`config.mk`:
```
export PLATFORM = sky130hd
export DESIGN_NAME = ptp_frame_sniffer
export DESIGN_NICKNAME = d
export VERILOG_FILES = /design/src/rtl/ptp_sniff_pkg.sv /design/src/rtl/psn_eth_walker.sv /design/src/rtl/psn_ip_udp.sv /design/src/rtl/psn_ptp_grab.sv /design/src/rtl/ptp_frame_sniffer.sv
export SDC_FILE = /design/constraint.sdc
export NUM_CORES = 1
export LEC_CHECK = 0
export ABC_AREA = 0
export CAP_MARGIN = 20
export CORE_UTILIZATION = 61
export CTS_CLUSTER_DIAMETER = 200
export CTS_CLUSTER_SIZE = 8
export DETAILED_ROUTE_END_ITERATION = 8
export HOLD_SLACK_MARGIN = 0.1
export PLACE_DENSITY_LB_ADDON = 0.05
export SLEW_MARGIN = 10
export SYNTH_ARGS = -nofsm -noshare
export SYNTH_HDL_FRONTEND = slang
export SYNTH_SLANG_ARGS = --single-unit
```
`constraint.sdc`:
```
create_clock -name clk -period 4.1 [get_ports clk]
set_input_delay 0.82 -clock clk [delete_from_list [all_inputs] [get_ports clk]]
set_output_delay 0.82 -clock clk [all_outputs]
set_load 0.03 [all_outputs]
```
`src/rtl/ptp_sniff_pkg.sv`:
```
// Package: shared carrier class type and protocol constants for the PTP
// frame detector. Assumes byte offsets are counted from segment starts.
package ptp_sniff_pkg;

    typedef enum logic [1:0] {
        ENC_L2   = 2'd0,
        ENC_IP4  = 2'd1,
        ENC_IP6  = 2'd2,
        ENC_NONE = 2'd3
    } encap_e;

    localparam logic [15:0] ET_VLAN   = 16'h8100;
    localparam logic [15:0] ET_PTP    = 16'h88F7;
    localparam logic [15:0] ET_IP4    = 16'h0800;
    localparam logic [15:0] ET_IP6    = 16'h86DD;

    localparam logic [7:0]  IP4_VIHL  = 8'h45;
    localparam logic [7:0]  PROTO_UDP = 8'd17;
    localparam logic [15:0] PORT_EVT  = 16'd319;
    localparam logic [15:0] PORT_GEN  = 16'd320;

    localparam int MAC_ADDR_BYTES = 12;
    localparam int TAG_BYTES      = 4;
    localparam int IP4_HDR_BYTES  = 20;
    localparam int IP4_PROTO_OFS  = 9;
    localparam int IP6_HDR_BYTES  = 40;
    localparam int IP6_NXT_OFS    = 6;
    localparam int UDP_HDR_BYTES  = 8;
    localparam int UDP_DPORT_OFS  = 2;
    localparam int PTP_SEQ_OFS    = 30;

endpackage

```
`src/rtl/psn_eth_walker.sv`:
```
// Ethernet header walker: counts bytes from frame start, reads the ethertype,
// crosses up to MAX_TAGS VLAN tags and hands over to the next stage with a
// registered one-cycle pulse that is high while the next segment's byte 0 is
// on the bus. Assumes rx_dv stays high for the whole frame.
module psn_eth_walker
    import ptp_sniff_pkg::*;
#(
    parameter int MAX_TAGS = 2,
    localparam int TAG_W = (MAX_TAGS < 1) ? 1 : $clog2(MAX_TAGS + 1),
    localparam int POS_W = $clog2(MAC_ADDR_BYTES + TAG_BYTES * MAX_TAGS + 2) + 1
) (
    input  logic             clk,
    input  logic             rst_n,
    input  logic             in_dv,
    input  logic [7:0]       in_byte,
    output logic             go_l2,
    output logic             go_ip4,
    output logic             go_ip6,
    output encap_e           frame_encap,
    output logic [TAG_W-1:0] frame_tags
);

    localparam logic [POS_W-1:0] POS_MAX  = '1;
    localparam logic [POS_W-1:0] POS_BASE = POS_W'(MAC_ADDR_BYTES);

    logic             dv_q;
    logic             busy;
    logic [POS_W-1:0] pos;
    logic [7:0]       et_hi;
    logic [TAG_W-1:0] tags;

    logic             frame_first;
    logic             looking;
    logic [POS_W-1:0] cur_pos;
    logic [POS_W-1:0] type_pos;
    logic [15:0]      et;
    logic             at_hi;
    logic             at_lo;

    // Purpose: locate the current byte and the expected ethertype position.
    always_comb begin
        frame_first = in_dv & ~dv_q;
        looking     = in_dv & (frame_first | busy);
        cur_pos     = frame_first ? '0 : pos;
        type_pos    = POS_BASE + POS_W'({tags, 2'b00});
        et          = {et_hi, in_byte};
        at_hi       = looking && (cur_pos == type_pos);
        at_lo       = looking && !frame_first && (cur_pos == type_pos + 1'b1);
    end

    // Purpose: track frame position, tags and issue handover pulses.
    always_ff @(posedge clk) begin
        if (!rst_n) begin
            dv_q        <= 1'b0;
            busy        <= 1'b0;
            pos         <= '0;
            et_hi       <= '0;
            tags        <= '0;
            go_l2       <= 1'b0;
            go_ip4      <= 1'b0;
            go_ip6      <= 1'b0;
            frame_encap <= ENC_NONE;
        end else begin
            dv_q   <= in_dv;
            go_l2  <= 1'b0;
            go_ip4 <= 1'b0;
            go_ip6 <= 1'b0;
            if (!in_dv) begin
                busy <= 1'b0;
            end else begin
                if (cur_pos != POS_MAX) begin
                    pos <= cur_pos + 1'b1;
                end
                if (frame_first) begin
                    busy        <= 1'b1;
                    tags        <= '0;
                    frame_encap <= ENC_NONE;
                end
                if (at_hi) begin
                    et_hi <= in_byte;
                end
                if (at_lo) begin
                    if (et == ET_VLAN && tags < TAG_W'(MAX_TAGS)) begin
                        tags <= tags + 1'b1;
                    end else begin
                        busy <= 1'b0;
                        case (et)
                            ET_PTP: begin
                                go_l2       <= 1'b1;
                                frame_encap <= ENC_L2;
                            end
                            ET_IP4: begin
                                go_ip4      <= 1'b1;
                                frame_encap <= ENC_IP4;
                            end
                            ET_IP6: begin
                                go_ip6      <= 1'b1;
                                frame_encap <= ENC_IP6;
                            end
                            default: frame_encap <= ENC_NONE;
                        endcase
                    end
                end
            end
        end
    end

    assign frame_tags = tags;

endmodule

```
`src/rtl/psn_ip_udp.sv`:
```
// IP and UDP header checker: starts on a handover pulse for IPv4 or IPv6,
// checks the fixed-length IP header and the UDP destination port, and pulses
// go_ptp while the first PTP header byte is on the bus. Assumes a 20-byte
// IPv4 header with no options.
module psn_ip_udp
    import ptp_sniff_pkg::*;
#(
    localparam int IDX_W = $clog2(IP6_HDR_BYTES)
) (
    input  logic       clk,
    input  logic       rst_n,
    input  logic       in_dv,
    input  logic [7:0] in_byte,
    input  logic       go_ip4,
    input  logic       go_ip6,
    output logic       go_ptp
);

    localparam logic [IDX_W-1:0] IX_V4_PROTO = IDX_W'(IP4_PROTO_OFS);
    localparam logic [IDX_W-1:0] IX_V4_LAST  = IDX_W'(IP4_HDR_BYTES - 1);
    localparam logic [IDX_W-1:0] IX_V6_NXT   = IDX_W'(IP6_NXT_OFS);
    localparam logic [IDX_W-1:0] IX_V6_LAST  = IDX_W'(IP6_HDR_BYTES - 1);
    localparam logic [IDX_W-1:0] IX_PORT_HI  = IDX_W'(UDP_DPORT_OFS);
    localparam logic [IDX_W-1:0] IX_PORT_LO  = IDX_W'(UDP_DPORT_OFS + 1);
    localparam logic [IDX_W-1:0] IX_UDP_LAST = IDX_W'(UDP_HDR_BYTES - 1);

    typedef enum logic [1:0] {S_IDLE, S_IP4, S_IP6, S_UDP} seg_e;

    seg_e             st;
    seg_e             cur_st;
    logic [IDX_W-1:0] idx;
    logic [IDX_W-1:0] cur_idx;
    logic [7:0]       port_hi;
    logic             fail;
    logic             last;

    // Purpose: pick the live segment and judge the current byte.
    always_comb begin
        cur_st  = go_ip4 ? S_IP4 : (go_ip6 ? S_IP6 : st);
        cur_idx = (go_ip4 | go_ip6) ? '0 : idx;
        fail    = 1'b0;
        last    = 1'b0;
        case (cur_st)
            S_IP4: begin
                if (cur_idx == '0 && in_byte != IP4_VIHL) fail = 1'b1;
                if (cur_idx == IX_V4_PROTO && in_byte != PROTO_UDP) fail = 1'b1;
                last = (cur_idx == IX_V4_LAST);
            end
            S_IP6: begin
                if (cur_idx == IX_V6_NXT && in_byte != PROTO_UDP) fail = 1'b1;
                last = (cur_idx == IX_V6_LAST);
            end
            S_UDP: begin
                if (cur_idx == IX_PORT_HI &&
                    in_byte != PORT_EVT[15:8] && in_byte != PORT_GEN[15:8]) fail = 1'b1;
                if (cur_idx == IX_PORT_LO &&
                    {port_hi, in_byte} != PORT_EVT &&
                    {port_hi, in_byte} != PORT_GEN) fail = 1'b1;
                last = (cur_idx == IX_UDP_LAST);
            end
            default: ;
        endcase
    end

    // Purpose: step through IP and UDP segments and flag the PTP start.
    always_ff @(posedge clk) begin
        if (!rst_n) begin
            st      <= S_IDLE;
            idx     <= '0;
            port_hi <= '0;
            go_ptp  <= 1'b0;
        end else begin
            go_ptp <= 1'b0;
            if (!in_dv) begin
                st <= S_IDLE;
            end else if (cur_st != S_IDLE) begin
                if (cur_st == S_UDP && cur_idx == IX_PORT_HI) begin
                    port_hi <= in_byte;
                end
                if (fail) begin
                    st <= S_IDLE;
                end else if (last) begin
                    idx <= '0;
                    if (cur_st == S_UDP) begin
                        st     <= S_IDLE;
                        go_ptp <= 1'b1;
                    end else begin
                        st <= S_UDP;
                    end
                end else begin
                    st  <= cur_st;
                    idx <= cur_idx + 1'b1;
                end
            end
        end
    end

endmodule

```
`src/rtl/psn_ptp_grab.sv`:
```
// PTP header field grabber: starts when a handover pulse marks PTP byte 0,
// keeps the message type, collects the sequence ID and publishes all fields
// with a one-cycle pulse. Assumes rx_dv low means the frame has ended.
module psn_ptp_grab
    import ptp_sniff_pkg::*;
#(
    parameter int TAG_W = 2,
    localparam int IDX_W = $clog2(PTP_SEQ_OFS + 2)
) (
    input  logic             clk,
    input  logic             rst_n,
    input  logic             in_dv,
    input  logic [7:0]       in_byte,
    input  logic             start,
    input  encap_e           enc_in,
    input  logic [TAG_W-1:0] tags_in,
    output logic             hit,
    output logic [3:0]       msg_type,
    output logic [15:0]      seq_id,
    output encap_e           enc_out,
    output logic [TAG_W-1:0] tags_out
);

    localparam logic [IDX_W-1:0] IX_SEQ_HI = IDX_W'(PTP_SEQ_OFS);
    localparam logic [IDX_W-1:0] IX_SEQ_LO = IDX_W'(PTP_SEQ_OFS + 1);

    logic             active;
    logic [IDX_W-1:0] idx;
    logic [3:0]       mt_q;
    logic [7:0]       seq_hi;
    logic             cur_act;
    logic [IDX_W-1:0] cur_idx;

    // Purpose: decide whether the current byte belongs to a PTP header.
    always_comb begin
        cur_act = in_dv & (start | active);
        cur_idx = start ? '0 : idx;
    end

    // Purpose: capture header fields and publish them on the last one.
    always_ff @(posedge clk) begin
        if (!rst_n) begin
            active   <= 1'b0;
            idx      <= '0;
            mt_q     <= '0;
            seq_hi   <= '0;
            hit      <= 1'b0;
            msg_type <= '0;
            seq_id   <= '0;
            enc_out  <= ENC_L2;
            tags_out <= '0;
        end else begin
            hit <= 1'b0;
            if (!cur_act) begin
                active <= 1'b0;
            end else begin
                if (cur_idx == '0) begin
                    mt_q <= in_byte[3:0];
                end
                if (cur_idx == IX_SEQ_HI) begin
                    seq_hi <= in_byte;
                end
                if (cur_idx == IX_SEQ_LO) begin
                    active   <= 1'b0;
                    hit      <= 1'b1;
                    msg_type <= mt_q;
                    seq_id   <= {seq_hi, in_byte};
                    enc_out  <= enc_in;
                    tags_out <= tags_in;
                end else begin
                    active <= 1'b1;
                    idx    <= cur_idx + 1'b1;
                end
            end
        end
    end

endmodule

```
`src/rtl/ptp_frame_sniffer.sv`:
```
// Top of the PTP frame detector: chains the Ethernet walker, the IP/UDP
// checker and the PTP field grabber. Assumes a continuous byte stream per
// frame starting at the destination MAC, with rx_dv low between frames.
module ptp_frame_sniffer
    import ptp_sniff_pkg::*;
#(
    parameter int MAX_TAGS = 2,
    localparam int TAG_W = (MAX_TAGS < 1) ? 1 : $clog2(MAX_TAGS + 1)
) (
    input  logic             clk,
    input  logic             rst_n,
    input  logic             rx_dv,
    input  logic [7:0]       rx_byte,
    output logic             det_pulse,
    output logic [3:0]       det_msg_type,
    output logic [15:0]      det_seq_id,
    output logic [1:0]       det_encap,
    output logic [TAG_W-1:0] det_tags
);

    logic             go_l2;
    logic             go_ip4;
    logic             go_ip6;
    logic             go_ptp;
    logic             ptp_start;
    encap_e           frame_encap;
    encap_e           hit_encap;
    logic [TAG_W-1:0] frame_tags;

    psn_eth_walker #(.MAX_TAGS(MAX_TAGS)) u_walk (
        .clk         (clk),
        .rst_n       (rst_n),
        .in_dv       (rx_dv),
        .in_byte     (rx_byte),
        .go_l2       (go_l2),
        .go_ip4      (go_ip4),
        .go_ip6      (go_ip6),
        .frame_encap (frame_encap),
        .frame_tags  (frame_tags)
    );

    psn_ip_udp u_ipudp (
        .clk     (clk),
        .rst_n   (rst_n),
        .in_dv   (rx_dv),
        .in_byte (rx_byte),
        .go_ip4  (go_ip4),
        .go_ip6  (go_ip6),
        .go_ptp  (go_ptp)
    );

    assign ptp_start = go_l2 | go_ptp;

    psn_ptp_grab #(.TAG_W(TAG_W)) u_grab (
        .clk      (clk),
        .rst_n    (rst_n),
        .in_dv    (rx_dv),
        .in_byte  (rx_byte),
        .start    (ptp_start),
        .enc_in   (frame_encap),
        .tags_in  (frame_tags),
        .hit      (det_pulse),
        .msg_type (det_msg_type),
        .seq_id   (det_seq_id),
        .enc_out  (hit_encap),
        .tags_out (det_tags)
    );

    assign det_encap = hit_encap;

endmodule

```
## Word-level counts from Yosys, hierarchy flattened

Index checks and enable logic that the tools add are counted.

| word-level totals | value |
|---|---|
| flip-flop bits (word level) | 83 |
| bits of input ports | 11 |
| output and inout port bits | 25 |

| cells by class | value |
|---|---|
| $add $sub $neg | 6 |
| order comparisons | 1 |
| eq/ne operators | 24 |
| mux-type cells | 32 |
| bitwise gates (word level) | 15 |
| reduce and logical (&&, ||, !) cells | 28 |

Operator list:

| cell | count |
|---|---|
| equality test 16 bit (second input constant) | 3 |
| inequality test 16 x 9 -> 1 bit (second input constant) | 2 |
| two-way mux 2 bit | 11 |
| adder 6 x 1 -> 6 bit (second input constant) | 3 |
| two-way mux 6 bit | 3 |
| equality test 16 x 12 -> 1 bit (second input constant) | 1 |
| AND reduction 2 bit | 8 |
| two-way mux 1 bit | 14 |
| equality test 6 x 2 -> 1 bit (second input constant) | 2 |
| equality test 6 x 3 -> 1 bit (second input constant) | 2 |
| equality test 6 bit | 2 |
| logical AND 1 bit | 12 |
| equality test 5 bit (second input constant) | 2 |
| inequality test 8 x 1 -> 1 bit (second input constant) | 1 |
| inequality test 8 x 5 -> 1 bit (second input constant) | 1 |
| inequality test 8 x 7 -> 1 bit (second input constant) | 1 |
| NOT 1 bit | 8 |
| equality test 6 x 4 -> 1 bit (second input constant) | 1 |
| equality test 6 x 5 -> 1 bit (second input constant) | 1 |
| equality test 6 bit (second input constant) | 1 |
| zero test 6 bit | 1 |
| inequality test 6 bit (second input constant) | 1 |
| case mux 1 bit (3 select lines) | 2 |
| case mux 2 bit (3 select lines) | 1 |
| other kinds (15) | 22 |

## Longest topological paths before layout

Gate-level depths: netlist (run 1).

| depth | value |
|---|---|
| depth in word-level cells | 10 |
| mapped depth | 12 |

## Hierarchy

Synthesis (run 1) repeated with hierarchy kept, for this count alone.

| unflattened totals | value |
|---|---|
| cell total of the unflattened synthesis | 456 |
| area total of the unflattened synthesis | 4018.9 um^2 |

Modules (own cells, without submodules):

| module | instances | cells each | area each (um^2) | sequential area each (um^2) |
|---|---|---|---|---|
| psn_ptp_grab | 1 | 198 | 1682.9 | 860.8 |
| psn_eth_walker | 1 | 137 | 1253.7 | 460.4 |
| psn_ip_udp | 1 | 120 | 1076.0 | 340.3 |
| ptp_frame_sniffer | 1 | 1 | 6.3 | 0.0 |

## Worst setup path after synthesis (run 1)

Ideal clock, no wire load.

| timing path | value |
|---|---|
| path type | input-to-reg |
| start point | in rx_byte[5] |
| end point | reg u_ipudp.idx[5] |
| library setup time | 0.071 ns |
| arrival time | 2.472 ns |
| required time | 4.029 ns |
| slack | 1.557 ns |
| stages | 7 |
| cells stage by stage | buf_2 > nor4b_2 > a222oi_1 > or4_1 > buf_2 > or3_1 > a21oi_1 |

| between the ends | value |
|---|---|
| word-level cells in the longest chain between the ends | 8 |

RTL lines:

| what | RTL line | RTL |
|---|---|---|
| start, declared | ptp_frame_sniffer.sv:13 | `input logic [7:0] rx_byte,` |
| inequality test 8 x 1 -> 1 bit | psn_ip_udp.sv:55 | `in_byte != PORT_EVT[15:8] && in_byte != PORT_GEN[15:8]) fail = 1'b1;` |
| logical AND 1 bit | psn_ip_udp.sv:54 | `if (cur_idx == IX_PORT_HI &&` |
| logical AND 1 bit | psn_ip_udp.sv:55 |  |
| two-way mux 1 bit | psn_ip_udp.sv:54 |  |
| two-way mux 1 bit | psn_ip_udp.sv:56 | `if (cur_idx == IX_PORT_LO &&` |
| case mux 1 bit (3 select lines) * | psn_ip_udp.sv:43 | `case (cur_st)` |
| NOT 1 bit (no line) * | n/a |  |
| AND reduction 3 bit (no line) * | n/a |  |
| end signal, assigned | psn_ip_udp.sv:92 | `idx <= cur_idx + 1'b1;` |
| end, declared | psn_ip_udp.sv:31 | `logic [IDX_W-1:0] idx;` |

Mark *: on every way between the ends. The rest lies on a longest branch, timed or not.
A chain may end at the register's enable or synchronous reset.

## Worst setup path after layout (run 1)

| timing path | value |
|---|---|
| start point | in rx_dv |
| end point | reg u_walk.frame_encap[1] |

| between the ends | value |
|---|---|
| word-level cells in the longest chain between the ends | 6 |

RTL lines:

| what | RTL line | RTL |
|---|---|---|
| start, declared | ptp_frame_sniffer.sv:12 | `input logic rx_dv,` |
| branches (longest 6 deep; another with two-way mux 6 bit) | n/a |  |
| end signal, assigned | psn_eth_walker.sv:62 | `frame_encap <= ENC_NONE;` |
| end signal, assigned | psn_eth_walker.sv:90 | `frame_encap <= ENC_L2;` |
| end signal, assigned | psn_eth_walker.sv:94 | `frame_encap <= ENC_IP4;` |
| end, declared | psn_eth_walker.sv:19 | `output encap_e frame_encap,` |

Parallel ways; which one is timed is not known.

==> results.md, run 1 <==
- Outcome: completed
- CTS tree: built
- Largest net degree at the start of global routing: 40
- Final setup violation count: 0
- I/O Pins: 36
- Post-synthesis async set-or-reset flop share: 0
- Reg area: between 1500 and 2000 sq um
- Clock buffer depth: 2
- HP Class: reg -> reg
- Area Growth Syn to Fin: 13.2%
- Max-Cap Viols: 0
- Length of the first detailed-routing pass in iterations: 8
- Main synth FF type: dfxtp_1
- Post-synthesis sequential area ratio: 0.432
- N_diodes: 0
- Initial antenna violation count: 0
- Post_cts resized: 0
- Post-route cell area: 4360 sq um
- Clock sink count: between 80 and 90
- LEAKAGE: approximately 0.0016 uW
- Peak supply drop: between 0.2 and 0.25 mV
- DRT iter0 DRCs: between 200 and 300
- Worst setup EP type: flop
- RSZ-0062 raised after global routing: false
- Post-synth top area share: 0.432
- Setup Skew: roughly 0.0067 ns
- Mapped Cells: ~460
- Post-route ant nets: 0
- CTS Root Cell: clkbuf_8
- CTS clk-pin slew, worst paths: about 0.080 ns
- Period minus WS final: 3.14 ns
- Hold path startpoint: u_grab.seq_id[8]$_SDFFE_PN0P_
- Main area contributors after synthesis: dfxtp_1, mux2i_1, nand2_1, nor2_1, a21oi_1
- Syn_area_per_cell: a little over 8 sq um
- Gr ovfl total: 0
- Worst-Skew Late Latency: 0.35 ns
- Mapped Area: ~3800 sq um
- Global-route wire length before repair: 13600 um
- Vias per inst: 5.95
- H-tree depth: 3
- Total vias in the final route: approximately 3300
- Port bufs: 35
- Die Y: about 81 um
- Global Route Usage Sum: 0.266
- Pwr Total: 1450 uW
- Fin crit share: 0.766
- Core area: 5990 sq um
- Yosys reg bits: 83
- FMAX: approximately 320 MHz
- Cell taking the most area after synthesis: dfxtp_1
- FP Rows: 28
- DRC Markers: 0
- Post-synth cell types: between 50 and 60
- Worst Setup SP: rx_dv
- Number of hold buffers added after cts: 0
- GPL Wtd Cong: around 0.92
- CP Max Fanout: 14
- Worst r2r src: u_walk.go_ip4$_SDFF_PP0_
- Least-Margin Pin Slew: about 0.91 ns
- Startpoint types: input port
- Initial core utilization: 0.642
- DR WL/cell: 14.9 um
- Synthesized Nets: 484
- Post-DP Area: roughly 4200 sq um
- Slew HR: 0.396
- Vias in the first global route: 2944
- Setup bufs post-CTS: 0
- HPWL after detailed placement: about 5700 um
- Die Area: roughly 6600 sq um
- Worst path required time: 4.35 ns
- Num CTS Buffers: 9
- Slew Viols, Final: 0
- WL final: approximately 8300 um
- Nets: 501
- Setup total negative slack: 0 ns
- WS Path Type: in -> reg
- Pwr Density: 334 nW/um^2
- Die Wd: between 80 and 90 um
- EDFF count, synth: 0
- Layout fillers: roughly 480
- Worst EP arrival: 3.39 ns
- Share of layout cells above drive strength 1: 0.0412
- Area of the multi-input gates: about 2000 sq um
- Final hold violation count: 0
- Yosys Warn Count: 0
cell usage in the layout, fill, tap and decap left out, types with 2 or more instances in the layout:
| master | synthesis | layout |
|---|---|---|
| a41oi_1 | 2 | 2 |
| clkbuf_8 | 0 | 10 |
| clkbuf_1 | 19 | 2 |
| clkdlybuf4s50_1 | 0 | 35 |
| and3_1 | 10 | 10 |
| nor4b_1 | 2 | 2 |
| o211a_1 | 2 | 2 |
| nor4_1 | 5 | 5 |
| a21oi_1 | 38 | 38 |
| nor3b_1 | 2 | 2 |
| nor2b_1 | 6 | 6 |
| mux2i_1 | 30 | 30 |
| o21ai_0 | 10 | 10 |
| o211ai_1 | 3 | 3 |
| and2_1 | 4 | 4 |
| nor2_1 | 59 | 59 |
| nor4bb_1 | 3 | 3 |
| a221oi_1 | 2 | 2 |
| o41ai_1 | 2 | 2 |
| o21ai_1 | 2 | 2 |
| or3_1 | 2 | 2 |
| o21a_1 | 3 | 3 |
| clkinvlp_4 | 0 | 2 |
| o31ai_1 | 4 | 4 |
| nor3_1 | 13 | 13 |
| or4_1 | 3 | 3 |
| nand3b_1 | 3 | 3 |
| ha_1 | 10 | 10 |
| nand3_1 | 10 | 10 |
| a22oi_1 | 2 | 2 |
| nand4b_1 | 4 | 4 |
| inv_1 | 14 | 14 |
| buf_4 | 1 | 2 |
| nand2_1 | 69 | 69 |
| dfxtp_1 | 83 | 83 |
| nand2b_1 | 3 | 3 |
| nand4_1 | 10 | 10 |
through the flow:
stage / hold WS, ns / utilization / worst slack (ns) / instances
after floorplan: 0.431 / - / 1.56 / 463
after global placement: 0.437 / 0.695 / 0.784 / 544
after detailed placement: 0.442 / 0.695 / 0.637 / 544
after CTS: 0.456 / 0.727 / 1.00 / 560
after global routing: 0.471 / 0.727 / 0.736 / 560
final: 0.455 / 0.727 / 0.960 / 560
logic make-up (layout without fill, tap and decap cells):
kind of cell | count (synthesis) | after routing | synth area share
adders and majority gates | 10 | 10 | 0.0325
DFF | 83 | 83 | 0.432
muxes | 30 | 30 | 0.0780
and+or+nand+nor | 214 | 214 | 0.275
xor gates and xnor gates | 1 | 1 | 0.00228
buffers and inverters | 46 | 68 | 0.0527
AOI/OAI and AO/OA | 79 | 79 | 0.128
state kept, by name, summed over array words and instances (netlist names), 2 cells and up:
signal              cells
u_ipudp.st              2
u_walk.et_hi            8
u_ipudp.idx             6
u_grab.seq_hi           8
u_grab.enc_out          2
u_grab.msg_type         4
u_walk.frame_tags       2
u_grab.tags_out         2
u_grab.mt_q             4
u_walk.frame_encap      2
u_grab.idx              5
u_grab.seq_id          16
u_ipudp.port_hi         8
u_walk.pos              6
cells in the mapped netlist, types with 2 or more instances:
| library cell | number |
|---|---|
| dfxtp_1 | 83 |
| nor4b_1 | 2 |
| and3_1 | 10 |
| and2_1 | 4 |
| a21oi_1 | 38 |
| o21a_1 | 3 |
| inv_1 | 14 |
| nor4bb_1 | 3 |
| o21ai_1 | 2 |
| or4_1 | 3 |
| nand2b_1 | 3 |
| nand3_1 | 10 |
| nand3b_1 | 3 |
| o211ai_1 | 3 |
| nor2b_1 | 6 |
| clkbuf_1 | 19 |
| o21ai_0 | 10 |
| a221oi_1 | 2 |
| o41ai_1 | 2 |
| nand4_1 | 10 |
| nor3b_1 | 2 |
| nor3_1 | 13 |
| buf_2 | 9 |
| o211a_1 | 2 |
| nor4_1 | 5 |
| nand4b_1 | 4 |
| a22oi_1 | 2 |
| buf_6 | 2 |
| a41oi_1 | 2 |
| nor2_1 | 59 |
| mux2i_1 | 30 |
| nand2_1 | 69 |
| o31ai_1 | 4 |
| or3_1 | 2 |
| ha_1 | 10 |
worst paths after layout:
kind	endpoint	slack (ns)	cells past startpoint
max	u_walk.frame_encap[1]$_SDFFE_PN1P_	0.96	10
max reg2reg	u_ipudp.idx[3]$_SDFFE_PN0P_	1.32	8
min reg2reg	u_grab.seq_id[8]$_SDFFE_PN0P_	0.45	2
min	u_grab.seq_id[8]$_SDFFE_PN0P_	0.45	2
critical path: stages:
cell and delay (ns):
clkdlybuf4s50_1 0.64, nand2b_1 0.31, nand2_1 0.15, inv_1 0.11, ha_1 0.15, nand4_1 0.07, a211oi_1 0.33, nor2b_1 0.45
nor3b_1 0.11, o31ai_1 0.26
power breakdown:
group / leakage [uW] / total [uW] / switching (uW) / internal, uW
Clock: 0.0000926 / 577 / 279 / 298
Sequential: 0.000669 / 813 / 4.28 / 808
Combinational: 0.000855 / 63.8 / 41.8 / 22.0
Total: 0.00162 / 1450 / 325 / 1130
layout make-up:
type,count,share of cell area
multi-input combinational,334,0.455
sequential,83,0.381
timing repair buffer,37,0.0839
clock buffer,12,0.0333
tap,75,0.0215
inverter,15,0.0129
clock inverter,4,0.0115
per-layer routing:
layer | track usage | share of wire | wire (um)
met5 | 0 | 0 | 0
met3 | 0.0367 | 0.034 | 281
met4 | 0.120 | 0.019 | 159
met2 | 0.447 | 0.48 | 3970
met1 | 0.338 | 0.47 | 3910
(Power assumes the default switching activity.)
==> run 2: changes to the inputs <==
- CORE_UTILIZATION: 61 -> 57
- clock period: 4.1 -> 3.1 ns (I/O delays scaled with it)
==> results.md, run 2 (synthesis gave the netlist of run 1 again) <==
- Outcome: finished with violations
- Failing checks: DRC
- Final setup violation count: 0
- Internal power: 1590 uW
- LEAKAGE: ~0.0017 uW
- Clk network pwr share: 0.428
- Die Y: between 80 and 90 um
- FP Rows: 29
- Sw frac: 0.224
- Pwr Density: about 450 nW/um^2
- Startpoint types: input port
- Reg2reg path depth: 9
- Period minus WS final: between 2 and 3 ns
- Least-Margin Pin Slew: 0.676 ns
- CTS Root Cell: clkbuf_8
- Post-DP Area: about 4300 sq um
- DRT iter0 DRCs: ~200
- Total vias in the final route: between 3000 and 4000
- CTS clk-pin slew, worst paths: approximately 0.08 ns
- Die Area: 7080 sq um
- Share of layout cells above drive strength 1: 0.0701
- Num CTS Buffers: 9
- Slew Viols, Final: 0
- Gr ovfl total: 0
- Post-route ant nets: 0
- WL final: 8690 um
- Worst EP arrival: 2.89 ns
- Max reg flops: 16
- Clock buffer depth: 2
- Logic pwr share: 0.047
- Length of the first detailed-routing pass in iterations: 7
- Setup bufs post-CTS: 0
- P_sw: 459 uW
- Die Wd: 84.2 um
- DP Cell Count: 560
- Setup total negative slack: 0 ns
- Setup Skew: roughly 0.0083 ns
- Global Route Usage Sum: 0.267
- Vias in the first global route: about 3300
- Port bufs: 35
- HPWL after detailed placement: roughly 6000 um
- HP Class: reg -> reg
- Core area: about 6400 sq um
- FMAX: 379 MHz
- Number of hold buffers added after cts: 0
- Clock sink count: 83
- Post-route cell area: between 4000 and 5000 sq um
- Initial core utilization: 0.599
- Global-route wire length before repair: ~15000 um
- Hold Path Stages: 2
- I/O Pins: 36
- GPL Wtd Cong: just under 0.9
- Vias per inst: 5.82
- Worst-Skew Late Latency: 0.36 ns
- CP Max Fanout: 7
- Max-Cap Viols: 0
- Area Growth Syn to Fin: 17.2%
- WS Path Type: in -> reg
- Initial antenna violation count: 0
- Layout fillers: 547
- Post_cts resized: 0
- DR WL/cell: 15.1 um
- Commonest cells after routing, fill and taps aside: dfxtp_1, nand2_1, nor2_1
- CTS tree: built
- H-tree depth: 3
- Nets: between 500 and 600
- Slew HR: 0.547
- Fin cells: 576
- Largest net degree at the start of global routing: 52
- Worst setup EP type: flop
- Top reg by flops: u_grab.seq_id
- DRC Markers: 8
- N_diodes: 0
- Peak supply drop: between 0.3 and 0.4 mV
- Final hold violation count: 0
- Leading cell type in the layout, fill and taps excluded: dfxtp_1
- Fin crit share: 0.850
- Sequential Power Share: 0.525
- RSZ-0062 raised after global routing: false
- Worst path required time: between 3 and 4 ns
run 2: cell types whose count changed in the layout (fill, tap and decap cells not counted):
cell and change:
buf_4 +13, buf_12 +1, clkinv_2 -1, clkbuf_1 -1, clkinvlp_4 -2, bufinv_16 +1, clkinv_4 +3
run 2: final cells by class:
type                       instances  area (sq um)  share of cell area
clock buffer                      11           141              0.0314
timing repair buffer              51           483               0.107
sequential                        83          1660               0.368
multi-input combinational        334          1980               0.440
tap                               77          96.3              0.0214
clock inverter                     5          86.3              0.0191
inverter                          15          56.3              0.0125
run 2: metrics by stage:
| stage | setup WS (ns) | utilization | hold WS, ns | total power (uW) |
|---|---|---|---|---|
| 5_1_grt | 0.309 | 0.702 | 0.479 | 2110 |
| 3_5_place_dp | 0.136 | 0.667 | 0.446 | 1200 |
| 4_1_cts | 0.488 | 0.702 | 0.458 | 2060 |
| 6_report | 0.464 | 0.702 | 0.455 | 2050 |
| 3_3_place_gp | 0.219 | 0.667 | 0.438 | 1190 |
| 2_1_floorplan | 0.757 | - | 0.431 | 1160 |
run 2: power groups by stage:
stage / Clock, uW / Combinational (uW) / Sequential (uW)
2_1_floorplan: 0 / 63.5 / 1100
3_3_place_gp: 0 / 93.6 / 1100
3_5_place_dp: 0 / 95.0 / 1100
4_1_cts: 885 / 95.5 / 1080
5_1_grt: 929 / 105 / 1080
6_report: 877 / 95.7 / 1080
run 2: routing by layer:
layer	global-route usage	vias to the layer above	routed length, um
li1	-	1677	-
met1	0.330	1581	3900
met2	0.461	89	4300
met3	0.0678	8	404
met4	0.0752	0	85
met5	0	-	0
run 2: worst max-delay path, stage by stage:
cell	delay, ns
clkdlybuf4s50_1	0.63
nor4b_2	0.42
a2bb2oi_1	0.12
o2111a_1	0.24
nor4b_1	0.43
nand2_1	0.19
o41ai_1	0.25
run 2: final timing paths:
path	start	to	slack [ns]
worst max register to register	u_walk.dv_q$_SDFF_PN0_	u_walk.frame_encap[0]$_SDFFE_PN1P_	0.73
worst min-delay path	u_grab.msg_type[2]$_SDFFE_PN0P_	u_grab.msg_type[2]$_SDFFE_PN0P_	0.46
worst max-delay path	rx_byte[7]	u_ipudp.idx[3]$_SDFFE_PN0P_	0.46
worst min register to register	u_grab.msg_type[2]$_SDFFE_PN0P_	u_grab.msg_type[2]$_SDFFE_PN0P_	0.46
==> run 3: changes to the inputs <==
- REMOVE_ABC_BUFFERS: not set -> 1
==> results.md, run 3 (synthesis gave the netlist of run 1 again) <==
- Pwr Total: between 1500 and 2000 uW
- LEAKAGE: between 0.0015 and 0.002 uW
- Initial antenna violation count: 0
- I/O Pins: 36
- Die Y: around 84 um
- WS Path Type: in -> reg
- Internal power: between 1000 and 1500 uW
- CTS tree: built
- Sw frac: 0.257
- Clock sink count: 83
- HP Class: reg -> reg
- Length of the first detailed-routing pass in iterations: 7
- FMAX: between 300 and 400 MHz
- Die Wd: roughly 84 um
- Slew HR: 0.524
- P_sw: about 490 uW
- Commonest cells after routing, fill and taps aside: dfxtp_1, nand2_1, nor2_1
- Gr ovfl total: 0
- Setup total negative slack: 0 ns
- Global Route Usage Sum: 0.260
- Outcome: finished with violations
- Post_cts resized: 0
- Initial core utilization: 0.599
- Post-route cell area: around 4500 sq um
- Fin cells: between 500 and 600
- Vias per inst: about 6
- DR WL/cell: around 15 um
- Vias in the first global route: around 3100
- CTS clk-pin slew, worst paths: approximately 0.090 ns
- Port bufs: 35
- Final hold violation count: 0
- Global-route wire length before repair: roughly 15000 um
- Num CTS Buffers: 9
- N_diodes: 0
- Setup Skew: between 0.01 and 0.015 ns
- Post-route ant nets: 0
- Least-Margin Pin Slew: around 0.7 ns
- CTS Root Cell: clkbuf_8
- Period minus WS final: roughly 2.7 ns
- GPL Wtd Cong: around 0.9
- Worst setup EP type: flop
- DRC Markers: 9
- WL final: ~8600 um
- FP Rows: 29
- Failing checks: DRC
- Hold WS: 0.455 ns
- Logic pwr share: 0.050
- Share of layout cells above drive strength 1: 0.0758
- HPWL after detailed placement: between 6000 and 7000 um
- H-tree depth: 3
- Startpoint types: input port
- Final setup violation count: 0
- Post-DP Area: 4280 sq um
- Leading cell type in the layout, fill and taps excluded: dfxtp_1
- Number of hold buffers added after cts: 0
- Sequential Power Share: 0.562
- Peak supply drop: approximately 0.25 mV
- Worst-Skew Late Latency: approximately 0.36 ns
- Pwr Density: 427 nW/um^2
- Max reg flops: 16
- Setup bufs post-CTS: 0
- Die Area: just over 7000 sq um
- Worst EP arrival: around 3.0 ns
- CP Max Fanout: 11
- Total vias in the final route: ~3400
- DRT iter0 DRCs: approximately 320
- Worst path required time: approximately 3.4 ns
- Max-Cap Viols: 0
- Largest net degree at the start of global routing: 32
- Nets: 517
- Clk network pwr share: 0.388
- Slew Viols, Final: 0
- Area Growth Syn to Fin: 16.3%
- Clock buffer depth: 2
- Fin crit share: 0.872
- DP Cell Count: between 500 and 600
- RSZ-0062 raised after global routing: false
- Top reg by flops: u_grab.seq_id
- Core area: between 6000 and 7000 sq um
-- run 3: changes by cell type in the layout (fill, tap and decap cells not counted), sizes merged --
cell,before,now
bufinv,2,0
inv,15,20
clkinv,3,0
clkinvlp,0,2
clkbuf,11,9
buf,16,18
-- run 3: per-stage QoR --
| stage | setup WS (ns) | util |
|---|---|---|
| after floorplan | 0.861 | - |
| after global placement | 0.140 | 0.667 |
| after detailed placement | 0.0768 | 0.667 |
| after CTS | 0.440 | 0.697 |
| after global routing | 0.218 | 0.697 |
| final | 0.396 | 0.697 |
-- run 3: path summary, 6_finish.rpt --
check	start	endpoint	slack [ns]	cells past startpoint
worst max register to register	u_walk.go_ip4$_SDFF_PP0_	u_ipudp.idx[5]$_SDFFE_PN0P_	0.56	8
worst min-delay path	u_grab.enc_out[0]$_SDFFE_PN0P_	u_grab.enc_out[0]$_SDFFE_PN0P_	0.46	2
worst max-delay path	rx_byte[0]	u_ipudp.idx[5]$_SDFFE_PN0P_	0.40	6
worst min register to register	u_grab.enc_out[0]$_SDFFE_PN0P_	u_grab.enc_out[0]$_SDFFE_PN0P_	0.46	2
-- run 3: area by class of cell --
cell class	count	area [sq um]
Multi-Input combinational cell	334	1980
Fill cell	532	1950
Sequential cell	83	1660
Timing Repair Buffer	53	485
Clock buffer	9	124
Tap cell	77	96.3
Clock inverter	7	66.3
Inverter	15	56.3
-- run 3: power groups by stage --
| stage | Sequential [uW] | Combinational (uW) | Clock [uW] |
|---|---|---|---|
| after floorplan | 1100 | 36.6 | 0 |
| after global placement | 1100 | 93.1 | 0 |
| after CTS | 1080 | 94.4 | 759 |
| final | 1080 | 95.0 | 743 |
| after detailed placement | 1100 | 93.9 | 0 |
| after global routing | 1080 | 103 | 805 |
-- run 3: critical path, cell delays in order --
cell	delay [ns]
clkdlybuf4s50_1	0.73
nor4bb_1	0.46
a221oi_1	0.18
or4_1	0.47
or3_1	0.38
a21oi_1	0.15
-- run 3: routing by layer --
| layer | share of wire | GRT usage | vias to the layer above |
|---|---|---|---|
| li1 | - | - | 1685 |
| met1 | 0.45 | 0.339 | 1573 |
| met2 | 0.47 | 0.437 | 99 |
| met3 | 0.052 | 0.0295 | 15 |
| met4 | 0.022 | 0.111 | 0 |
| met5 | 0 | 0 | - |
